### src/rtl/xhair_pkg.sv
// Shared types and field positions for the crosshair overlay.
// Assumes an 8-bit host data bus whose bit k maps to control bit k.
package xhair_pkg;

    // Decoded control byte. Bits 7 and 5 are not stored.
    typedef struct packed {
        logic       sprite_en;
        logic       sprite_fmt;
        logic       xh_color;
        logic       xh_en;
        logic [1:0] thick;
    } xh_ctrl_t;

    localparam int unsigned BIT_SPRITE_EN  = 6;
    localparam int unsigned BIT_SPRITE_FMT = 4;
    localparam int unsigned BIT_XH_COLOR   = 3;
    localparam int unsigned BIT_XH_EN      = 2;
    localparam int unsigned BIT_THICK_LO   = 0;

    localparam int unsigned NUM_AXES = 2;

endpackage

### src/rtl/xhair_ctrl_reg.sv
// Host-writable control register for the crosshair overlay.
// What it does: on a write strobe whose index matches CTRL_IDX, it captures
// the meaningful bits of the data byte. Reserved bits are dropped.
// Assumes: the write is sampled on the pixel clock and the reset is
// synchronous and active low.
module xhair_ctrl_reg
    import xhair_pkg::*;
#(
    parameter int unsigned IDX_W    = 8,
    parameter int unsigned DATA_W   = 8,
    parameter logic [IDX_W-1:0] CTRL_IDX = 8'h06
) (
    input  logic              clk,
    input  logic              rst_n,
    input  logic              wr,
    input  logic [IDX_W-1:0]  idx,
    input  logic [DATA_W-1:0] data,
    output xh_ctrl_t          ctrl
);

    logic     sel;
    xh_ctrl_t nxt;

    // Decode the index and the field positions of the incoming byte.
    always_comb begin
        sel            = wr && (idx == CTRL_IDX);
        nxt.sprite_en  = data[BIT_SPRITE_EN];
        nxt.sprite_fmt = data[BIT_SPRITE_FMT];
        nxt.xh_color   = data[BIT_XH_COLOR];
        nxt.xh_en      = data[BIT_XH_EN];
        nxt.thick      = data[BIT_THICK_LO +: 2];
    end

    // Hold the control state and load it on a matching write.
    always_ff @(posedge clk) begin
        if (!rst_n)   ctrl <= '0;
        else if (sel) ctrl <= nxt;
    end


    ctrl_write_only_chk: assert property (@(posedge clk) disable iff (!rst_n)
        ($past(rst_n) && !$past(sel)) |-> $stable(ctrl));

endmodule

### src/rtl/xhair_band.sv
// Band comparator for one axis of the crosshair.
// What it does: it reports whether a pixel counter lies within pos +/- code,
// where code is the 2-bit thickness code, so the band width is 2*code+1.
// Assumes: the comparison uses one extra bit, so the band clips at 0 and at
// the counter maximum and no value wraps into it.
module xhair_band #(
    parameter int unsigned CNT_W = 12
) (
    input  logic [CNT_W-1:0] pos,
    input  logic [CNT_W-1:0] cnt,
    input  logic [1:0]       code,
    output logic             in_band
);

    localparam int unsigned EXT_W = CNT_W + 1;

    logic [EXT_W-1:0] half_e;
    logic [EXT_W-1:0] pos_e;
    logic [EXT_W-1:0] cnt_e;

    // Widen the operands so that neither sum can overflow.
    always_comb begin
        half_e  = {{(EXT_W-2){1'b0}}, code};
        pos_e   = {1'b0, pos};
        cnt_e   = {1'b0, cnt};
        in_band = ((cnt_e + half_e) >= pos_e) && (cnt_e <= (pos_e + half_e));
    end

    // the cursor position always lies in its own band, and a pixel
    // more than three beyond it never does.
    always_comb begin
        if (cnt == pos) begin
            center_in_band_chk: assert (in_band);
        end
        if (cnt_e > pos_e + 3 || cnt_e + 3 < pos_e) begin
            far_out_band_chk: assert (!in_band);
        end
    end

endmodule

### src/rtl/xhair_overlay.sv
// Crosshair cursor overlay generator, top level.
// What it does: it holds the control byte, compares both pixel counters
// against the cursor bands and registers the hit flag and colour select.
// It passes the sprite control bits straight out.
// Assumes: the counters and the active flag are aligned to the pixel clock.
// The outputs lag them by one clock.
module xhair_overlay
    import xhair_pkg::*;
#(
    parameter int unsigned CNT_W  = 12,
    parameter int unsigned IDX_W  = 8,
    parameter int unsigned DATA_W = 8,
    parameter logic [IDX_W-1:0] CTRL_IDX = 8'h06
) (
    input  logic              clk,
    input  logic              rst_n,
    input  logic              reg_wr,
    input  logic [IDX_W-1:0]  reg_idx,
    input  logic [DATA_W-1:0] reg_data,
    input  logic [CNT_W-1:0]  cur_x,
    input  logic [CNT_W-1:0]  cur_y,
    input  logic [CNT_W-1:0]  h_cnt,
    input  logic [CNT_W-1:0]  v_cnt,
    input  logic              active,
    output logic              hit,
    output logic              color_sel,
    output logic              sprite_en,
    output logic              sprite_fmt
);

    xh_ctrl_t         ctrl;
    logic [CNT_W-1:0] axis_pos [NUM_AXES];
    logic [CNT_W-1:0] axis_cnt [NUM_AXES];
    logic [NUM_AXES-1:0] axis_hit;
    logic             hit_d;

    xhair_ctrl_reg #(
        .IDX_W    (IDX_W),
        .DATA_W   (DATA_W),
        .CTRL_IDX (CTRL_IDX)
    ) u_ctrl (
        .clk   (clk),
        .rst_n (rst_n),
        .wr    (reg_wr),
        .idx   (reg_idx),
        .data  (reg_data),
        .ctrl  (ctrl)
    );

    // Route axis 0 (vertical bar, X) and axis 1 (horizontal bar, Y).
    always_comb begin
        axis_pos[0] = cur_x;
        axis_cnt[0] = h_cnt;
        axis_pos[1] = cur_y;
        axis_cnt[1] = v_cnt;
    end

    for (genvar a = 0; a < NUM_AXES; a++) begin : g_axis
        xhair_band #(.CNT_W(CNT_W)) u_band (
            .pos     (axis_pos[a]),
            .cnt     (axis_cnt[a]),
            .code    (ctrl.thick),
            .in_band (axis_hit[a])
        );
    end

    // Combine the active flag, the enable and the two bands.
    always_comb hit_d = active && ctrl.xh_en && (|axis_hit);

    // Register the hit flag and the colour select.
    always_ff @(posedge clk) begin
        if (!rst_n) begin
            hit       <= 1'b0;
            color_sel <= 1'b0;
        end else begin
            hit       <= hit_d;
            color_sel <= hit_d && ctrl.xh_color;
        end
    end

    // Drive the sprite control bits out unchanged.
    always_comb begin
        sprite_en  = ctrl.sprite_en;
        sprite_fmt = ctrl.sprite_fmt;
    end


    hit_needs_enable_chk: assert property (@(posedge clk) disable iff (!rst_n)
        hit |-> $past(ctrl.xh_en));


    hit_needs_active_chk: assert property (@(posedge clk) disable iff (!rst_n)
        hit |-> $past(active));


    color_only_on_hit_chk: assert property (@(posedge clk) disable iff (!rst_n)
        color_sel |-> hit);


    hit_needs_band_chk: assert property (@(posedge clk) disable iff (!rst_n)
        hit |-> $past(|axis_hit));

endmodule

### config.mk
export PLATFORM = sky130hd
export DESIGN_NAME = xhair_overlay
export DESIGN_NICKNAME = d
export VERILOG_FILES = /design/src/rtl/xhair_pkg.sv /design/src/rtl/xhair_ctrl_reg.sv /design/src/rtl/xhair_band.sv /design/src/rtl/xhair_overlay.sv
export SDC_FILE = /design/constraint.sdc
export NUM_CORES = 1
export LEC_CHECK = 0
export ABC_AREA = 1
export ABC_CLOCK_PERIOD_IN_PS = 3900
export BUFFER_PORTS_ARGS = -buffer_cell sky130_fd_sc_hd__buf_2
export CAP_MARGIN = 20
export CORE_MARGIN = 3
export CORE_UTILIZATION = 60
export CTS_BUF_LIST = sky130_fd_sc_hd__clkbuf_8
export CTS_CLUSTER_DIAMETER = 150
export DETAILED_ROUTE_END_ITERATION = 12
export PLACE_DENSITY = 0.9
export RECOVER_POWER = 50
export REMOVE_ABC_BUFFERS = 1
export SLEW_MARGIN = 20
export SYNTH_ARGS = -nofsm -noshare
export SYNTH_HDL_FRONTEND = slang
export SYNTH_SLANG_ARGS = --single-unit
### constraint.sdc
create_clock -name clk -period 3.9 [get_ports clk]
set_input_delay 0.39 -clock clk [delete_from_list [all_inputs] [get_ports clk]]
set_output_delay 0.39 -clock clk [all_outputs]
set_load 0.02 [all_outputs]
After elaboration in Yosys (flattened, before gate mapping) --
Cells that the tools add are included.
Storage, ports and cells: register bits after elaboration 8, latch bits 0, memory bits (writable) 0, memory bits (read-only) 0, bits of input ports 68, output and inout bits 4, logic and storage cells 23, memories kept 0
Operators by class: $add $sub $neg 4, $mul 0, divide/modulo/power cells 0, $lt $le $gt $ge 4, equality and inequality tests 1, shift operators 0, muxes and demuxes 0, bitwise gates (word level) 0, reductions and logical operators 7
Operators by type and width (number):
- adder 12 x 2 -> 13 bit | 4
- greater-or-equal comparator 13 x 12 -> 1 bit | 2
- <= comparator 12 x 13 -> 1 bit | 2
- equality test 8 x 3 -> 1 bit (second input constant) | 1
- logical AND 1 bit | 6
- OR reduction 2 bit | 1

Depth between registers and ports, before layout --
Gate-level depths: netlist of the first run.
word-level depth 6, gate-level depth with buffers 20, gate-level depth less buffers 20

By module --
From an unflattened synthesis of the first run, not the netlist that was laid out.
Second synthesis, totals: cells, all modules 437, area total of the unflattened synthesis 2746.4 µm²
Modules (own cells, without submodules):
- xhair_band at g_axis[1].u_band | instances 1, cells each 200, area an instance 1203.7 µm², sequential area each 0.0 µm²
- xhair_band at g_axis[0].u_band | instances 1, cells each 181, area an instance 1139.8 µm², sequential area each 0.0 µm²
- xhair_ctrl_reg | instances 1, cells each 49, area an instance 331.6 µm², sequential area each 120.1 µm²
- xhair_overlay | instances 1, cells each 7, area an instance 71.3 µm², sequential area each 40.0 µm²

Worst setup path after synthesis of the first run --
Ideal clock, no wire load.
kind flip-flop to flip-flop, start reg, netlist name u_ctrl.ctrl[1], end reg color_sel, library setup time 111 ps, arrival 2548 ps, data required time 3789 ps, setup slack 1241 ps, stages on the path, launching flop included 18, path buffers 0, period minus slack after synthesis 2659 ps, cell sequence dfxtp_1 -> inv_1 -> fa_1 -> nor3_1 -> nand4_1 -> xor2_1 -> inv_1 -> ha_1 -> nand2_1 -> inv_1 -> o21ai_0 -> nand3_1 -> a21oi_1 -> nand2_1 -> nand2_1 -> nand2_1 -> nand2_1 -> nor2_1
On the way: cells in the longest elaborated chain, start to end 6, elaborated cells on any way between the ends 13, those cells by class add/sub (4); order compare (4); reduce/logical (5)
Ends and longest elaborated chain:
- adder 12 x 2 -> 13 bit | line xhair_band.sv:26 | in_band = ((cnt_e + half_e) >= pos_e) && (cnt_e <= (pos_e + half_e));
- greater-or-equal comparator 13 x 12 -> 1 bit / <= comparator 12 x 13 -> 1 bit (equally long branches) | line xhair_band.sv:26
- logical AND 1 bit | line xhair_band.sv:26
- OR reduction 2 bit * | line xhair_overlay.sv:68 | always_comb hit_d = active && ctrl.xh_en && (|axis_hit);
- logical AND 1 bit * | line xhair_overlay.sv:68
- logical AND 1 bit * | line xhair_overlay.sv:77 | color_sel <= hit_d && ctrl.xh_color;
- end signal: assignment | line xhair_overlay.sv:77
- end: declaration | line xhair_overlay.sv:26 | output logic color_sel,
Mark *: on every way between the ends. The rest lies on a longest branch, timed or not. A chain may end at the register's enable or synchronous reset.

Worst setup path in the final report of the first run --
start reg, netlist name u_ctrl.ctrl[1], end reg hit
On the way: cells in the longest elaborated chain, start to end 5, elaborated cells on any way between the ends 12, those cells by class add/sub (4); order compare (4); reduce/logical (4)
Ends and longest elaborated chain:
- adder 12 x 2 -> 13 bit | line xhair_band.sv:26
- greater-or-equal comparator 13 x 12 -> 1 bit / <= comparator 12 x 13 -> 1 bit (equally long branches) | line xhair_band.sv:26
- logical AND 1 bit | line xhair_band.sv:26
- OR reduction 2 bit * | line xhair_overlay.sv:68
- logical AND 1 bit * | line xhair_overlay.sv:68
- end signal: assignment | line xhair_overlay.sv:76 | hit <= hit_d;
- end: declaration | line xhair_overlay.sv:25 | output logic hit,
Marks and branches as above.

==> results.cfg, run 1 <==
[clock_tree]
path_clk_slew_ns = 0.04
htreeDepth = 1
cts-resized-gates = 0
hold_buffers = 0
post_cts_buffers = 0
clock_path_buffers = 2
clock-sinks = 8
cts_tree = yes
numCtsBuffers = 3
root_buffer = clkbuf_8
clock_latency_ns = 0.22

[logic_synthesis]
yosysWarnings = 0
synth.largest_area_cell = ha_1
yosysUniqueCellTypes = 25
synth_top_area_share_pct = 26.6
postSynthCellCount = 412
synth_edf_count = 0
synth_flop_cell = dfxtp_1
avgSynthCellArea_um2 = 6.40
netlist_top_cells_area = ha_1, nand2_1, inv_1
seq_area_frac_synth_pct = 6.07
synth-async-reset-ratio_pct = 0
netlist_area_mm2 = 0.00264
ys_ff_latch = 8

[final_layout]
layout-drive-gt1-share_pct = 18.0
nets = 614
antennaDiodeCount = 0
syn_to_final_growth_pct = 16.8
layout_common_cells = nand2_1, inv_1, buf_2
layout_commonest_cell = nand2_1
final_area_mm2 = 0.00308

[place]
hpwl_um = 5420
place_ws_ns = 0.843
placed_area_mm2 = 0.00305
gp_congestion = 0.855
io_buffers = 69

[sta]
rsz0062_at_grt = false
post-route-min-period_ns = 3.06
worst_slack_ns = 0.837
worst_hold_slack_ns = 0.443
fin_crit_sh_pct = 78.5
finClkSkew_ns = 0.00181
finalSetupViolations = 0
final.setup.tns_ns = 0
maxSlewHeadroom_pct = 76.9
max_freq_mhz = 326
slew_viol_final = 0
tightest_slew_ns = 0.344
hold_viol = 0

[floorplanning]
dieArea_mm2 = 0.00523
die_h_um = 72.3
boundaryPins = 72
coreArea_mm2 = 0.00412
start_util_pct = 64.1
die_w_um = 72.3
rows = 23

[detailed_routing]
drtPass1Iterations = 4
ant_nets = 0
drt_iter0_drc = 122
drc_errors = 0
drt_wl_total_um = 6100
vias = 2672
detail_route.wl_per_cell_um = 11.4
viasPerCell = 5.00

[worst_setup_path]
cp.arrival_ns = 3.18
ff2ff_path_depth = 17
crit_path_end = hit
critical_path.reg2reg.startpoint = u_ctrl.ctrl[1]
critical-path-top-delay-family = simple AND/OR/NAND/NOR gates
path_class = reg -> reg
cp_slowest_stage_delay_ns = 0.51
critPathCaptureType = flip-flop
cp_num_cells = 17
start_kind = flip-flop
crit_buf_inv = 4
r2r_setup_slack_ns = 0.84
cp.required_ns = 4.02
worst-path-max-fanout = 7
crit_top_cell = nand2_1
r2r-end = hit
crit_chain = inv_1 > fa_1 > nor3_1 > nand4_1 > xor2_1 > inv_1 > ha_1 > nand2_1 > inv_1 > o21ai_0 > nand3_1 > a21oi_1 > nand2_1 > nand2_1 > nand2_1 > nand2_1 > inv_1
crit_start = u_ctrl.ctrl[1]
critPathSlowestCell = dfxtp_1

[power]
p_comb_share_pct = 55.0
pwr-share-seq_pct = 20.6
ir_drop_uv = 70.9
p_per_area_mw_per_mm2 = 130
p_clk_share_pct = 24.4
p_leak_uw = 0.00181
p_switching_uw = 157
power_uw = 399
swShare_pct = 39.3
p_int_uw = 242

[grt]
grt_max_degree = 10
grt_pass1_wl_um = 10300
antenna_found_initial = 0
grt_pass1_vias = 2623
grt-ovfl-total = 0
grt_usage_pct = 23.7

[worst_hold_path]
min_path_type = in -> reg

[outcome]
status = completed

[flow_run]
maxCapViolations = 0
-- metal layers --
metal  routed length (µm)  track usage, %
met5                    0               0
met4                   11            4.59
met3                  274            1.66
met2                 3010            43.0
met1                 2810            30.7
-- synthesized netlist by cell type (all sizes together) (2+ instances only) --
| master | count |
|---|---|
| nor3 | 10 |
| inv | 86 |
| and3 | 3 |
| nor2 | 42 |
| ha | 56 |
| dfxtp | 8 |
| nand3 | 29 |
| o21ai | 11 |
| nand3b | 3 |
| xnor2 | 13 |
| nand4 | 6 |
| fa | 4 |
| xor2 | 24 |
| nand2 | 96 |
| a21oi | 16 |
| o21bai | 2 |
-- flip-flops by register name (all words and copies together), names as in the netlist --
signal,cells
color_sel,1
hit,1
u_ctrl.ctrl,6
-- tightest hold or removal path, stage by stage --
cell and delay [ns]:
buf_2 0.08, o21ai_0 0.08, nor2_1 0.08
-- power by group through the flow --
stage                     registers (µW)  logic [µW]  clock network, µW
after global routing                82.4         257                101
after global placement              83.8         209                  0
after detailed placement            83.8         219                  0
after floorplan                     83.8         133                  0
final                               82.4         220               97.3
after CTS                           82.5         221               95.9
-- cell type report --
| cell class | instances | area (µm²) |
|---|---|---|
| timing repair buffer | 69 | 340 |
| tap | 50 | 62.6 |
| clock buffer | 3 | 41.3 |
| inverter | 86 | 323 |
| sequential | 8 | 160 |
| fill | 365 | 1030 |
| multi-input combinational | 318 | 2160 |
-- through the flow --
| stage | instances | util (%) |
|---|---|---|
| finish | 534 | 74.9 |
| detailed placement | 531 | 74.0 |
| floorplan | 412 | - |
| global route | 534 | 74.9 |
| global placement | 531 | 74.0 |
| CTS | 534 | 75.0 |
-- how the worst min path moves through the flow --
stage                    from             end  cells after the start
6_report          reg_data[6]  u_ctrl.ctrl[5]                      3
5_1_grt           reg_data[0]  u_ctrl.ctrl[0]                      3
4_1_cts           reg_data[6]  u_ctrl.ctrl[5]                      3
3_5_place_dp   u_ctrl.ctrl[3]       color_sel                      2
3_3_place_gp   u_ctrl.ctrl[3]       color_sel                      2
2_1_floorplan  u_ctrl.ctrl[3]       color_sel                      2
-- logic make-up (layout without fill, tap and decap cells) --
| family | count (synthesis) | count (layout) | share of synthesized area [%] |
|---|---|---|---|
| compound gates | 30 | 30 | 5.97 |
| xor+xnor | 37 | 37 | 12.3 |
| fa+ha+maj | 60 | 60 | 29.6 |
| buf+inv | 86 | 158 | 12.2 |
| flops | 8 | 8 | 6.07 |
| simple gates | 191 | 191 | 33.9 |
(Power assumes the default switching activity.)
==> inputs of run 2 (changes only) <==
--- a/config.mk
+++ b/config.mk
@@ -6,15 +6,15 @@
 export NUM_CORES = 1
 export LEC_CHECK = 0
 export ABC_AREA = 1
-export ABC_CLOCK_PERIOD_IN_PS = 3900
+export ABC_CLOCK_PERIOD_IN_PS = 2850
 export BUFFER_PORTS_ARGS = -buffer_cell sky130_fd_sc_hd__buf_2
 export CAP_MARGIN = 20
 export CORE_MARGIN = 3
-export CORE_UTILIZATION = 60
+export CORE_UTILIZATION = 56
 export CTS_BUF_LIST = sky130_fd_sc_hd__clkbuf_8
 export CTS_CLUSTER_DIAMETER = 150
 export DETAILED_ROUTE_END_ITERATION = 12
-export PLACE_DENSITY = 0.9
+export PLACE_DENSITY = 0.84
 export RECOVER_POWER = 50
 export REMOVE_ABC_BUFFERS = 1
 export SLEW_MARGIN = 20
==> constraint.sdc (replaced) <==
create_clock -name clk -period 2.85 [get_ports clk]
set_input_delay 0.285 -clock clk [delete_from_list [all_inputs] [get_ports clk]]
set_output_delay 0.285 -clock clk [all_outputs]
set_load 0.02 [all_outputs]
==> run 2 against run 1 <==
Net effect:
- die area is 6.5% higher
- critical endpoint unchanged
- clock skew is 0.0011 ns higher
- first-iteration DRC count is 2.5% higher
- global-route usage is 2.0 points lower
- routed wire length is 4.9% higher
==> results.cfg, run 2 (synthesis results as in run 1) <==
[detailed_routing]
ant_nets = 0
drt_iter0_drc = 125
drtPass1Iterations = 4
detail_route.wl_per_cell_um = 11.8
viasPerCell = 5.10
drt_wl_total_um = 6400
vias = 2779
drc_errors = 0

[worst_setup_path]
start_kind = flip-flop
crit_chain = ha_2 > inv_1 > fa_1 > buf_4 > nor2_4 > nand2_1 > xor2_1 > ha_1 > a21o_1 > nor2_1 > nand2_1 > a21oi_1 > nand2_1 > nand2_1 > nand2_2 > nand2_2 > inv_1
crit_top_cell = nand2_1
critical_path.reg2reg.startpoint = u_ctrl.ctrl[0]
worst-path-max-fanout = 3
cp.required_ns = 2.97
r2r_setup_slack_ns = 0.15
cp_num_cells = 17
crit_start = u_ctrl.ctrl[0]
critical-path-top-delay-family = adder cells
critPathCaptureType = flip-flop
cp.arrival_ns = 2.82
critPathSlowestCell = fa_1
ff2ff_path_depth = 17
crit_path_end = hit
r2r-end = hit
path_class = reg -> reg
crit_buf_inv = 3
cp_slowest_stage_delay_ns = 0.40

[grt]
grt-ovfl-total = 0
grt_max_degree = 10
grt_pass1_wl_um = 9690
grt_pass1_vias = 2425
grt_usage_pct = 21.7
antenna_found_initial = 0

[floorplanning]
boundaryPins = 72
coreArea_mm2 = 0.00444
rows = 24
die_h_um = 74.6
start_util_pct = 59.4
dieArea_mm2 = 0.00557
die_w_um = 74.6

[clock_tree]
root_buffer = clkbuf_8
cts_tree = yes
clock_latency_ns = 0.23
path_clk_slew_ns = 0.04
clock-sinks = 8
numCtsBuffers = 3
htreeDepth = 1
clock_path_buffers = 2

[power]
swShare_pct = 40.4
pwr-share-seq_pct = 19.9
p_int_uw = 335
p_clk_share_pct = 23.7
p_per_area_mw_per_mm2 = 171
p_comb_share_pct = 56.4
p_switching_uw = 227
power_uw = 562
p_leak_uw = 0.00186
ir_drop_uv = 133

[place]
placed_cells = 537
gp_congestion = 0.841
hpwl_um = 5330
io_buffers = 69

[final_layout]
top_regs = u_ctrl.ctrl x6, color_sel x1, hit x1
largest_reg_flops = 6
syn_to_final_growth_pct = 24.6
fillers = 360
layout_commonest_cell = nand2_1
final_util_pct = 74.0
layout-drive-gt1-share_pct = 25.4
antennaDiodeCount = 0
layout_common_cells = nand2_1, inv_1, buf_2
instances_no_fill = 545
regMostFlops = u_ctrl.ctrl
nets = 623
ff_latch_area_um2 = 165
multi_input_area_mm2 = 0.00228

[sta]
tightest_slew_ns = 0.258
fin_crit_sh_pct = 94.8
max_freq_mhz = 370
finClkSkew_ns = 0.00293
hold_viol = 0
final.setup.tns_ns = 0
slew_viol_final = 0
finalSetupViolations = 0
maxSlewHeadroom_pct = 82.8
post-route-min-period_ns = 2.70

[flow_run]
maxCapViolations = 0

[outcome]
status = completed

[worst_hold_path]
min_path_type = in -> reg
## run 2: cell count changes in the layout (fill, tap and decap cells not counted), moves of 3 or more
| cell | delta |
|---|---|
| nor2_1 | -6 |
| nor3_1 | -6 |
| nor3_2 | +6 |
| buf_4 | +8 |
| ha_1 | -3 |
| nand2_1 | -6 |
| nand2_2 | +5 |
| nor2_2 | +3 |
| fa_1 | -3 |
| fa_2 | +3 |
| nor2_4 | +3 |
## run 2: worst min path at each step
stage / start / to / depth (start not counted)
6_report: reg_data[0] / u_ctrl.ctrl[0] / 3
5_1_grt: reg_data[4] / u_ctrl.ctrl[4] / 3
4_1_cts: reg_data[0] / u_ctrl.ctrl[0] / 3
3_5_place_dp: u_ctrl.ctrl[3] / color_sel / 2
3_3_place_gp: u_ctrl.ctrl[3] / color_sel / 2
2_1_floorplan: u_ctrl.ctrl[3] / color_sel / 2
## run 2: layout make-up
type | count | share of cell area (%)
Multi-Input combinational cell | 318 | 69.4
Timing Repair Buffer | 78 | 12.5
Inverter | 86 | 9.82
Sequential cell | 8 | 5.02
Tap cell | 52 | 1.98
Clock buffer | 3 | 1.26
## run 2: per-layer routing
layer  track usage, %  routed length [µm]  vias to the layer above
met4             4.74                 130                        0
met2             39.1                3130                       68
met3             1.47                 231                       17
li1                 -                   -                     1468
met5                0                   0                        -
met1             28.4                2910                     1226
## run 2: tightest hold or removal path, cell delays in order
cell and delay, ns:
buf_2 0.08, o21ai_0 0.07, nor2_1 0.07
## run 2: power groups by stage
stage | combinational, µW | clock, µW | sequential (µW)
5_1_grt | 369 | 142 | 112
3_5_place_dp | 299 | 0 | 115
4_1_cts | 301 | 135 | 113
2_1_floorplan | 182 | 0 | 115
3_3_place_gp | 288 | 0 | 115
6_report | 317 | 133 | 112
## run 2: per-stage QoR
stage	instance area [µm²]	worst slack [ns]	hold WS, ns
2_1_floorplan	2640	0.191	0.415
3_3_place_gp	3080	0.0888	0.425
3_5_place_dp	3080	0.0220	0.430
4_1_cts	3120	0.000943	0.314
5_1_grt	3290	-0.0695	0.341
6_report	3290	0.147	0.315
## run 2: timing repair
item / in CTS / in global routing
setup buffers: 0 / 5
resized for setup: 0 / 38
endpoints found under the setup margin: 0 / 2
hold buffers: 0 / 0
